`src/rtl/cfgseq_pkg.sv`:
```
package cfgseq_pkg;

    typedef enum logic [2:0] {
        PH_IDLE      = 3'd0,
        PH_PROG      = 3'd1,
        PH_INIT_WAIT = 3'd2,
        PH_SHIFT     = 3'd3,
        PH_DONE_WAIT = 3'd4
    } phase_t;

    typedef enum logic [1:0] {
        RES_OK           = 2'd0,
        RES_NO_INIT_LOW  = 2'd1,
        RES_NO_INIT_HIGH = 2'd2,
        RES_NO_DONE      = 2'd3
    } result_t;

    typedef enum logic [1:0] {
        ST_CLK_LO  = 2'd0,
        ST_DAT_SET = 2'd1,
        ST_CLK_HI  = 2'd2,
        ST_DAT_REL = 2'd3
    } bstep_t;

    typedef struct packed {
        logic clk;
        logic dat;
    } wire_pair_t;

    function automatic int unsigned cnt_width(input int unsigned n);
        return (n > 1) ? $clog2(n) : 1;
    endfunction

    function automatic wire_pair_t step_drive(input bstep_t st, input logic b);
        wire_pair_t w;
        unique case (st)
            ST_CLK_LO:  w = '{clk: 1'b0, dat: 1'b1};
            ST_DAT_SET: w = '{clk: 1'b0, dat: b};
            ST_CLK_HI:  w = '{clk: 1'b1, dat: b};
            default:    w = '{clk: 1'b1, dat: 1'b1};
        endcase
        return w;
    endfunction

endpackage

```
`src/rtl/cfgseq_sync.sv`:
```
module cfgseq_sync #(
    parameter int unsigned STAGES  = 2,
    parameter logic        RST_VAL = 1'b0
) (
    input  logic clk,
    input  logic rst,
    input  logic d,
    output logic q
);
    logic [STAGES-1:0] chain;

    generate
        for (genvar i = 0; i < STAGES; i++) begin : g_stage
            always_ff @(posedge clk) begin
                if (rst)
                    chain[i] <= RST_VAL;
                else if (i == 0)
                    chain[i] <= d;
                else
                    chain[i] <= chain[(i == 0) ? 0 : i-1];
            end
        end
    endgenerate

    assign q = chain[STAGES-1];
endmodule

```
`src/rtl/cfgseq_tick.sv`:
```
module cfgseq_tick
    import cfgseq_pkg::*;
#(
    parameter int unsigned DIV = 100000
) (
    input  logic clk,
    input  logic rst,
    input  logic clr,
    output logic tick
);
    localparam int unsigned W = cnt_width(DIV);
    localparam logic [W-1:0] TOP = W'(DIV - 1);

    logic [W-1:0] cnt;

    assign tick = (cnt == TOP);

    always_ff @(posedge clk) begin
        if (rst || clr)
            cnt <= '0;
        else if (tick)
            cnt <= '0;
        else
            cnt <= cnt + 1'b1;
    end

    a_r6_tick_range: assert property (@(posedge clk) disable iff (rst)
        cnt <= TOP);
endmodule

```
`src/rtl/cfgseq_watch.sv`:
```
module cfgseq_watch #(
    parameter int unsigned LIM = 3
) (
    input  logic clk,
    input  logic rst,
    input  logic clr,
    input  logic tick,
    output logic expired
);
    localparam int unsigned CW = $clog2(LIM + 2) + 1;
    localparam logic [CW-1:0] LIM_V = CW'(LIM);

    logic [CW-1:0] ticks;

    assign expired = tick && (ticks > LIM_V);

    always_ff @(posedge clk) begin
        if (rst || clr)
            ticks <= '0;
        else if (tick && ticks <= LIM_V)
            ticks <= ticks + 1'b1;
    end

    a_r6_tick_count_bounded: assert property (@(posedge clk) disable iff (rst)
        ticks <= LIM_V + 1'b1);
endmodule

```
`src/rtl/cfgseq_bitgen.sv`:
```
module cfgseq_bitgen
    import cfgseq_pkg::*;
#(
    parameter int unsigned STEP = 4
) (
    input  logic clk,
    input  logic rst,
    input  logic en,
    input  logic bit_valid,
    input  logic bit_data,
    input  logic bit_last,
    output logic bit_ready,
    output logic cfg_clk,
    output logic cfg_dat,
    output logic stream_end
);
    localparam int unsigned SW = cnt_width(STEP);
    localparam logic [SW-1:0] STEP_TOP = SW'(STEP - 1);

    logic          busy;
    bstep_t        step;
    logic [SW-1:0] scnt;
    logic          cur_bit;
    logic          cur_last;
    wire_pair_t    drv;

    assign bit_ready = en && !busy;

    always_comb begin
        if (busy)
            drv = step_drive(step, cur_bit);
        else
            drv = '{clk: 1'b1, dat: 1'b1};
    end

    assign cfg_clk = drv.clk;
    assign cfg_dat = drv.dat;

    always_ff @(posedge clk) begin
        if (rst) begin
            busy       <= 1'b0;
            step       <= ST_CLK_LO;
            scnt       <= '0;
            cur_bit    <= 1'b1;
            cur_last   <= 1'b0;
            stream_end <= 1'b0;
        end else begin
            stream_end <= 1'b0;
            if (!busy) begin
                if (bit_valid && bit_ready) begin
                    busy     <= 1'b1;
                    step     <= ST_CLK_LO;
                    scnt     <= '0;
                    cur_bit  <= bit_data;
                    cur_last <= bit_last;
                end
            end else if (scnt == STEP_TOP) begin
                scnt <= '0;
                if (step == ST_DAT_REL) begin
                    busy       <= 1'b0;
                    stream_end <= cur_last;
                end else begin
                    step <= bstep_t'(step + 2'd1);
                end
            end else begin
                scnt <= scnt + 1'b1;
            end
        end
    end

    a_r4_data_steady_at_rise: assert property (@(posedge clk) disable iff (rst)
        $rose(cfg_clk) |-> $stable(cfg_dat));
    a_r4_high_at_fall: assert property (@(posedge clk) disable iff (rst)
        $fell(cfg_clk) |-> cfg_dat);
    a_r5_no_take_while_busy: assert property (@(posedge clk) disable iff (rst)
        busy |-> !bit_ready);
endmodule

```
`src/rtl/fpga_serial_loader.sv`:
```
module fpga_serial_loader
    import cfgseq_pkg::*;
#(
    parameter int unsigned TICK_DIV    = 100000,
    parameter int unsigned STEP_CLKS   = 4,
    parameter int unsigned TMO_LIM     = 3,
    parameter int unsigned SYNC_STAGES = 2
) (
    input  logic       clk,
    input  logic       rst,
    input  logic       start,
    input  logic       bit_valid,
    input  logic       bit_data,
    input  logic       bit_last,
    output logic       bit_ready,
    input  logic       tgt_init,
    input  logic       tgt_done,
    output logic       prog_n,
    output logic       cfg_clk,
    output logic       cfg_dat,
    output logic       finished,
    output logic [1:0] result
);
    phase_t  state_q, state_d;
    result_t res_q, res_d;
    logic    fin_d, fin_q;
    logic    init_s, done_s;
    logic    phase_clr, tick, expired, stream_end;

    cfgseq_sync #(.STAGES(SYNC_STAGES), .RST_VAL(1'b1)) u_sync_init (
        .clk(clk), .rst(rst), .d(tgt_init), .q(init_s));

    cfgseq_sync #(.STAGES(SYNC_STAGES), .RST_VAL(1'b0)) u_sync_done (
        .clk(clk), .rst(rst), .d(tgt_done), .q(done_s));

    cfgseq_tick #(.DIV(TICK_DIV)) u_tick (
        .clk(clk), .rst(rst), .clr(phase_clr), .tick(tick));

    cfgseq_watch #(.LIM(TMO_LIM)) u_watch (
        .clk(clk), .rst(rst), .clr(phase_clr), .tick(tick), .expired(expired));

    cfgseq_bitgen #(.STEP(STEP_CLKS)) u_bits (
        .clk(clk), .rst(rst), .en(state_q == PH_SHIFT),
        .bit_valid(bit_valid), .bit_data(bit_data), .bit_last(bit_last),
        .bit_ready(bit_ready), .cfg_clk(cfg_clk), .cfg_dat(cfg_dat),
        .stream_end(stream_end));

    always_comb begin
        state_d = state_q;
        res_d   = res_q;
        fin_d   = 1'b0;
        unique case (state_q)
            PH_IDLE: begin
                if (start) begin
                    state_d = PH_PROG;
                    res_d   = RES_OK;
                end
            end
            PH_PROG: begin
                if (!init_s) begin
                    state_d = PH_INIT_WAIT;
                end else if (expired) begin
                    state_d = PH_IDLE;
                    res_d   = RES_NO_INIT_LOW;
                    fin_d   = 1'b1;
                end
            end
            PH_INIT_WAIT: begin
                if (init_s) begin
                    state_d = PH_SHIFT;
                end else if (expired) begin
                    state_d = PH_IDLE;
                    res_d   = RES_NO_INIT_HIGH;
                    fin_d   = 1'b1;
                end
            end
            PH_SHIFT: begin
                if (stream_end)
                    state_d = PH_DONE_WAIT;
            end
            PH_DONE_WAIT: begin
                if (done_s) begin
                    state_d = PH_IDLE;
                    res_d   = RES_OK;
                    fin_d   = 1'b1;
                end else if (expired) begin
                    state_d = PH_IDLE;
                    res_d   = RES_NO_DONE;
                    fin_d   = 1'b1;
                end
            end
            default: state_d = PH_IDLE;
        endcase
    end

    assign phase_clr = (state_d != state_q);

    always_ff @(posedge clk) begin
        if (rst) begin
            state_q <= PH_IDLE;
            res_q   <= RES_OK;
            fin_q   <= 1'b0;
        end else begin
            state_q <= state_d;
            res_q   <= res_d;
            fin_q   <= fin_d;
        end
    end

    assign prog_n   = (state_q != PH_PROG);
    assign finished = fin_q;
    assign result   = res_q;

    a_r2_strobe_with_lines_high: assert property (@(posedge clk) disable iff (rst)
        !prog_n |-> (cfg_clk && cfg_dat));
    a_r3_ready_only_in_transfer: assert property (@(posedge clk) disable iff (rst)
        bit_ready |-> (state_q == PH_SHIFT));
    a_r9_finish_single_cycle: assert property (@(posedge clk) disable iff (rst)
        finished |=> !finished);
    a_r9_result_held_in_idle: assert property (@(posedge clk) disable iff (rst)
        (state_q == PH_IDLE && !start) |=> $stable(result));
    a_r9_idle_after_finish: assert property (@(posedge clk) disable iff (rst)
        finished |-> (prog_n && cfg_clk && cfg_dat));
endmodule

```
`config.mk`:
```
export PLATFORM = sky130hd
export DESIGN_NAME = fpga_serial_loader
export DESIGN_NICKNAME = d
export VERILOG_FILES = /design/src/rtl/cfgseq_pkg.sv /design/src/rtl/cfgseq_sync.sv /design/src/rtl/cfgseq_tick.sv /design/src/rtl/cfgseq_watch.sv /design/src/rtl/cfgseq_bitgen.sv /design/src/rtl/fpga_serial_loader.sv
export SDC_FILE = /design/constraint.sdc
export NUM_CORES = 1
export LEC_CHECK = 0
export BUFFER_PORTS_ARGS = -buffer_cell sky130_fd_sc_hd__buf_2
export CORE_MARGIN = 2
export CORE_UTILIZATION = 46
export DETAILED_ROUTE_END_ITERATION = 12
export GPL_TIMING_DRIVEN = 0
export MAX_ROUTING_LAYER = met4
export PLACE_DENSITY = 0.66
export SYNTH_ARGS = -nofsm -noshare
export SYNTH_HDL_FRONTEND = slang
export SYNTH_SLANG_ARGS = --single-unit
```
`constraint.sdc`:
```
create_clock -name clk -period 4 [get_ports clk]
set_input_delay 0.4 -clock clk [delete_from_list [all_inputs] [get_ports clk]]
set_output_delay 0.4 -clock clk [all_outputs]
set_load 0.02 [all_outputs]
```
Word-level counts from Yosys, hierarchy flattened
Index checks and enable logic that the tools add are counted.
W data, S select, Z words.
{"block": "op_classes", "add_sub_neg": 4, "multipliers": 0, "n_div": 0, "magnitude_cmp": 2, "n_eq_ne": 19, "shift": 0, "mux": 32, "bitwise_logic": 3, "reduce_logical": 15}
{"cell": "$mux W2", "n": 14}
{"cell": "$mux W3", "n": 6}
{"cell": "$add A17 B1 Y17 const B", "n": 1}
{"cell": "$eq A17 B17 Y1 const B", "n": 1}
{"cell": "$pmux W3 S5", "n": 1}
{"cell": "$ne A2 B2 Y1 const B", "n": 6}
{"cell": "$mux W1", "n": 8}
{"cell": "$pmux W2 S4", "n": 1}
{"cell": "$reduce_and A7 Y1", "n": 1}
{"cell": "$eq A2 B2 Y1 const B", "n": 3}
{"cell": "$eq A3 B2 Y1 const B", "n": 2}
{"cell": "$pmux W2 S3", "n": 1}
{"cell": "$add A2 B1 Y2 const B", "n": 2}
{"cell": "$add A4 B1 Y4 const B", "n": 1}
{"cell": "$gt A4 B2 Y1 const B", "n": 1}
{"cell": "$le A4 B2 Y1 const B", "n": 1}
{"cell": "$logic_and A1 B1 Y1", "n": 4}
{"cell": "$reduce_bool A4 Y1", "n": 1}
{"cell": "$reduce_or A4 Y1", "n": 1}
{"cell": "$eq A3 B1 Y1 const B", "n": 1}
{"cell": "$eq A3 B3 Y1 const B", "n": 1}
{"cell": "$logic_not A3 Y1", "n": 1}
{"cell": "$ne A3 B1 Y1 const B", "n": 1}
{"cell": "$ne A3 B2 Y1 const B", "n": 1}
{"cell": "12 further kinds", "n": 14}
{"block": "word_totals", "regBits": 39, "latch_bits": 0, "mem_bits_rw": 0, "rom_bits": 0, "inputBits": 8, "out_inout_bits": 7, "elab_cells": 90, "n_memories": 0}

Longest topological paths before layout
{"block": "logic_depth", "word_depth": 8, "mapped_depth": 7, "depth_no_buf": 6}

By module
Synthesis repeated with hierarchy kept, for this count alone.
{"block": "unflattened", "cells_unflattened": 223, "hier_area_um2": 2023.2}
{"module": "cfgseq_tick", "instances": 1, "cells_per_inst": 88, "area_per_inst_um2": 797.0, "seq_area_each_um2": 340.3}
{"module": "cfgseq_bitgen", "instances": 1, "cells_per_inst": 47, "area_per_inst_um2": 470.5, "seq_area_each_um2": 160.2}
{"module": "fpga_serial_loader", "instances": 1, "cells_per_inst": 63, "area_per_inst_um2": 461.7, "seq_area_each_um2": 120.1}
{"module": "cfgseq_watch", "instances": 1, "cells_per_inst": 17, "area_per_inst_um2": 188.9, "seq_area_each_um2": 80.1}
{"module": "cfgseq_sync", "instances": 2, "cells_per_inst": 4, "area_per_inst_um2": 52.6, "seq_area_each_um2": 40.0}

Worst setup path after synthesis
Ideal clock, no wire load.
{"block": "synth_timing", "kind": "reg-to-reg", "from": "reg u_tick.cnt[0]", "to": "reg u_tick.cnt[2]", "setup_time_ns": 0.115, "arrival_ns": 1.573, "required_ns": 3.885, "slack_ns": 2.313, "stages_incl_launch_ff": 8, "path_buffers": 1, "period_less_slack_ns": 1.687, "path_cell_list": "dfxtp_1 -> ha_1 -> nand4_1 -> nor4_4 -> a41oi_1 -> o211ai_2 -> buf_6 -> nor2_1"}
{"block": "synth_via", "elab_chain_len": 8, "word_cells_on_any_way": 11, "cone_classes": "add/sub: 1; eq/ne: 2; mux: 5; reduce/logical: 3"}
{"item": "start, declared", "line_no": "cfgseq_tick.sv:14", "text": "logic [W-1:0] cnt;"}
{"item": "start signal, assigned", "line_no": "cfgseq_tick.sv:24", "text": "cnt <= cnt + 1'b1;"}
{"item": "$eq A17 B17 Y1", "line_no": "cfgseq_tick.sv:16", "text": "assign tick = (cnt == TOP);"}
{"item": "$logic_and A1 B1 Y1", "line_no": "cfgseq_watch.sv:15", "text": "assign expired = tick && (ticks > LIM_V);"}
{"item": "$mux W3", "line_no": "fpga_serial_loader.sv:62, fpga_serial_loader.sv:71, fpga_serial_loader.sv:86"}
{"item": "$mux W3 (on tied branches)", "line_no": "fpga_serial_loader.sv:82, fpga_serial_loader.sv:60, fpga_serial_loader.sv:69"}
{"item": "$pmux W3 S5", "line_no": "fpga_serial_loader.sv:52", "text": "unique case (state_q)"}
{"item": "$ne A3 B3 Y1", "line_no": "fpga_serial_loader.sv:96", "text": "assign phase_clr = (state_d != state_q);"}
{"item": "$logic_or A1 B1 Y1", "line_no": "cfgseq_tick.sv:19", "text": "if (rst || clr)"}
{"item": "$reduce_or A2 Y1 (no source line)"}
Several ways; a longest one is shown, not always the timed one.
A chain may end at the register's enable or synchronous reset.

Worst setup path in the final report
{"block": "layout_timing", "from": "reg u_bits.step[0]", "to": "out cfg_clk"}
{"block": "layout_via", "elab_chain_len": 3, "word_cells_on_any_way": 5, "cone_classes": "eq/ne: 2; mux: 2; reduce/logical: 1"}
{"item": "start, declared", "line_no": "cfgseq_bitgen.sv:21", "text": "bstep_t step;"}
{"item": "start signal, assigned", "line_no": "cfgseq_bitgen.sv:63", "text": "step <= bstep_t'(step + 2'd1);"}
{"item": "$eq A2 B2 Y1 (tied with other cells)", "line_no": "cfgseq_pkg.sv:36", "text": "unique case (st)"}
{"item": "$pmux W2 S3 *", "line_no": "cfgseq_pkg.sv:36"}
{"item": "$mux W2 *", "line_no": "cfgseq_bitgen.sv:30", "text": "if (busy)"}
{"item": "end, declared", "line_no": "fpga_serial_loader.sv:19", "text": "output logic cfg_clk,"}
Every way passes the cells marked *; elsewhere a longest branch is shown, timed or not.

==> metrics.yaml <==
cp-end-kind: "output pin"
clockRootBuffer: "clkbuf_8"
drt_wl_total_mm: 3.38
p_per_area_nw_per_um2: 342
remaining_drc_errors: 0
vdd_drop_max_mv: 0.237
layout_common_cells: "39 x dfxtp_1, 31 x nor2_1, 17 x nand2_1"
htreeDepth: 2
cp_max_fo: 5
antenna_found_initial: 0
hold_class: "primary input to flip-flop"
die_area_sq_um: 4690
coreArea_sq_um: 4000
yosysSeqAreaShare: 0.408
synth.area.top_cells: "dfxtp_1 41%, nor2_1 6.1%, ha_1 5.2%"
initial_utilization: 0.479
gr-total-overflow: 0
synth.net_count: 231
post_cts_buffers: 0
cp_data_arrival_time_ps: 1650
clock_latency_ps: 290
syn_area_sq_um: 1910
fin_crit_sh: 0.512
use_met3: 0.0487
critPathSlowestCell: "or3b_2"
start_kind: "flip-flop"
path_cells: "inv_1 -> ha_1 -> or3b_2 -> buf_2"
detail_route.wl_per_cell_microns: 11.8
ys_async_sr_fraction: 0
avgSynthCellArea_sq_um: 8.90
holdBufCountCts: 0
clock_power_share: 0.400
cts.sinks: 39
worst-r2r-setup-slack_ps: 2090
power.internal_uw: 567
drtIter0Drc: 34
r2r-end: "u_tick.cnt[11]"
vias: 1511
swShare: 0.225
syn_to_final_growth_pct: 11.9
total_power_uw: 732
slowest_delay_ps: 450
hpwlAfterDp_mm: 2.41
crit_family: "simple AND/OR/NAND/NOR gates"
met1_usage: 0.207
final_max_slew_viol_count: 0
hold_depth: 2
yosys_warnings: 0
grt_first_pass_wirelength_mm: 5.95
met2_usage: 0.278
die_h_microns: 68.5
final_nets: 251
status: "finished, final reports clean"
syn_inst: 215
rows: 23
layout-drive-gt1-share: 0.165
crit_type: "flip-flop to output pin"
cap_violations: 0
portBuffers: 13
grt_usage: 0.178
final_common_cell: "dfxtp_1"
busiest_layer: "met2"
ant_nets: 0
n_antenna_cell: 0
io_pins: 15
pwr-share-comb: 0.058
reg2reg_depth: 7
synth_top_area_frac: 0.408
fin_tns_setup_ps: 0
cts.repair.resized: 0
placed_cell_area_sq_um: 2040
skew_ps: 3.19
synth_flop_cell: "dfxtp_1"
clockBufferDepth: 2
worstHoldStart: "tgt_init"
cp.required_ps: 3600
die_w_microns: 68.5
synth-edff-count: 0
dr.pass1.iters: 4
grt_start_max_net_pins: 12
p_sw_uw: 165
final_area_sq_um: 2140
min_delay_worst_endpoint: "u_sync_init.chain[0]"
relSlewSlack: 0.671
ys_seq_elements: 39
rsz0062_at_grt: "false"
synth_top_area_cell: "dfxtp_1"
tightest_slew_ps: 490
gp_congestion: 0.834
hold_viol: 0
layout_min_cycle_time_ps: 2050
leakage_uw: 0.000781
fmax_ghz: 0.488
yosysUniqueCellTypes: 46
via_per_inst: 5.28
cts.clk_slew.worst_paths_ps: 70
crit_buf_inv: 2
setup_viol: 0
r2r_start: "u_tick.cnt[0]"
cts-buffers-inserted: 5
p_seq_frac: 0.542
grt_pass1_vias: 1411
cts_tree: "yes"
## per-layer routing
| layer | vias up | share of wire |
|---|---|---|
| met4 | 0 | 0.024 |
| met3 | 8 | 0.029 |
| met2 | 19 | 0.47 |
| met1 | 702 | 0.48 |
| met5 | - | 0 |
| li1 | 782 | - |
## synth_stat cells (2+ instances only)
library cell	instances
a31oi_1	3
nand3b_1	2
xor2_1	9
clkbuf_1	3
a21oi_1	13
buf_2	2
nand2b_1	2
nand4_1	3
a211o_1	2
or2_2	6
nor2_1	31
dfxtp_1	39
nor3_1	3
inv_1	10
o21ai_0	5
nand3_1	11
ha_1	8
nor2b_1	3
nor4_4	2
xnor2_1	7
a22oi_1	2
buf_6	2
nand2_1	17
o32ai_1	2
nor3b_1	4
and3_1	3
mux2i_1	2
## area by class of cell
cell class,instances,area [sq um]
clock buffer,8,100
multi-input combinational,159,1050
fill,390,1860
timing repair buffer,13,65.1
tap,50,62.6
inverter,10,37.5
buffer,7,43.8
sequential,39,781
## how the worst max path moves through the flow
| stage | from | end | slack, ps | cells past startpoint |
|---|---|---|---|---|
| after floorplan | u_tick.cnt[0] | u_tick.cnt[2] | 2310 | 7 |
| after global routing | u_bits.step[0] | cfg_clk | 1830 | 4 |
| after global placement | u_tick.cnt[0] | u_tick.cnt[8] | 2090 | 7 |
| after CTS | u_bits.step[0] | cfg_clk | 1940 | 4 |
| final | u_bits.step[0] | cfg_clk | 1950 | 4 |
| after detailed placement | u_tick.cnt[0] | u_tick.cnt[2] | 2070 | 7 |
## state kept, by name (all words and copies together) (netlist names)
| name | flops |
|---|---|
| finished | 1 |
| result | 2 |
| state_q | 3 |
| u_bits.busy | 1 |
| u_bits.cur_bit | 1 |
| u_bits.cur_last | 1 |
| u_bits.scnt | 2 |
| u_bits.step | 2 |
| u_bits.stream_end | 1 |
| u_sync_done.chain | 1 |
| u_sync_done.q | 1 |
| u_sync_init.chain | 1 |
| u_sync_init.q | 1 |
| u_tick.cnt | 17 |
| u_watch.ticks | 4 |
## worst register-to-register path: stages (launching register included)
cell      delay (ps)
dfxtp_1          370
ha_1             220
nand4_1          220
nor4_4           320
a41oi_1          190
o211ai_2         260
buf_6            180
nor2_1            60
## logic make-up after synthesis
group,after synthesis,synth area share
AO/OA/AOI/OAI,33,0.116
flip-flops,39,0.408
XOR/XNOR,16,0.0732
buffers and inverters,17,0.0425
multiplexers,2,0.0105
adder cells (fa/ha/maj),8,0.0523
AND/OR/NAND/NOR,100,0.298
## power by group through the flow
stage	logic, uW	registers, uW	clock network, uW
after global placement	42.8	406	0
final	42.4	397	292
after global routing	48.4	397	315
after CTS	42.8	397	302
after detailed placement	42.5	406	0
after floorplan	31.7	405	0
## stage by stage
stage / util / hold slack [ps] / instances / setup slack [ps]
global route: 0.536 / 267 / 286 / 1830
finish: 0.536 / 285 / 286 / 1950
global placement: 0.510 / 394 / 278 / 2090
CTS: 0.536 / 273 / 286 / 1940
detailed placement: 0.510 / 403 / 278 / 2070
floorplan: - / 389 / 215 / 2310
No activity file was read; power rests on OpenSTA's default activity.
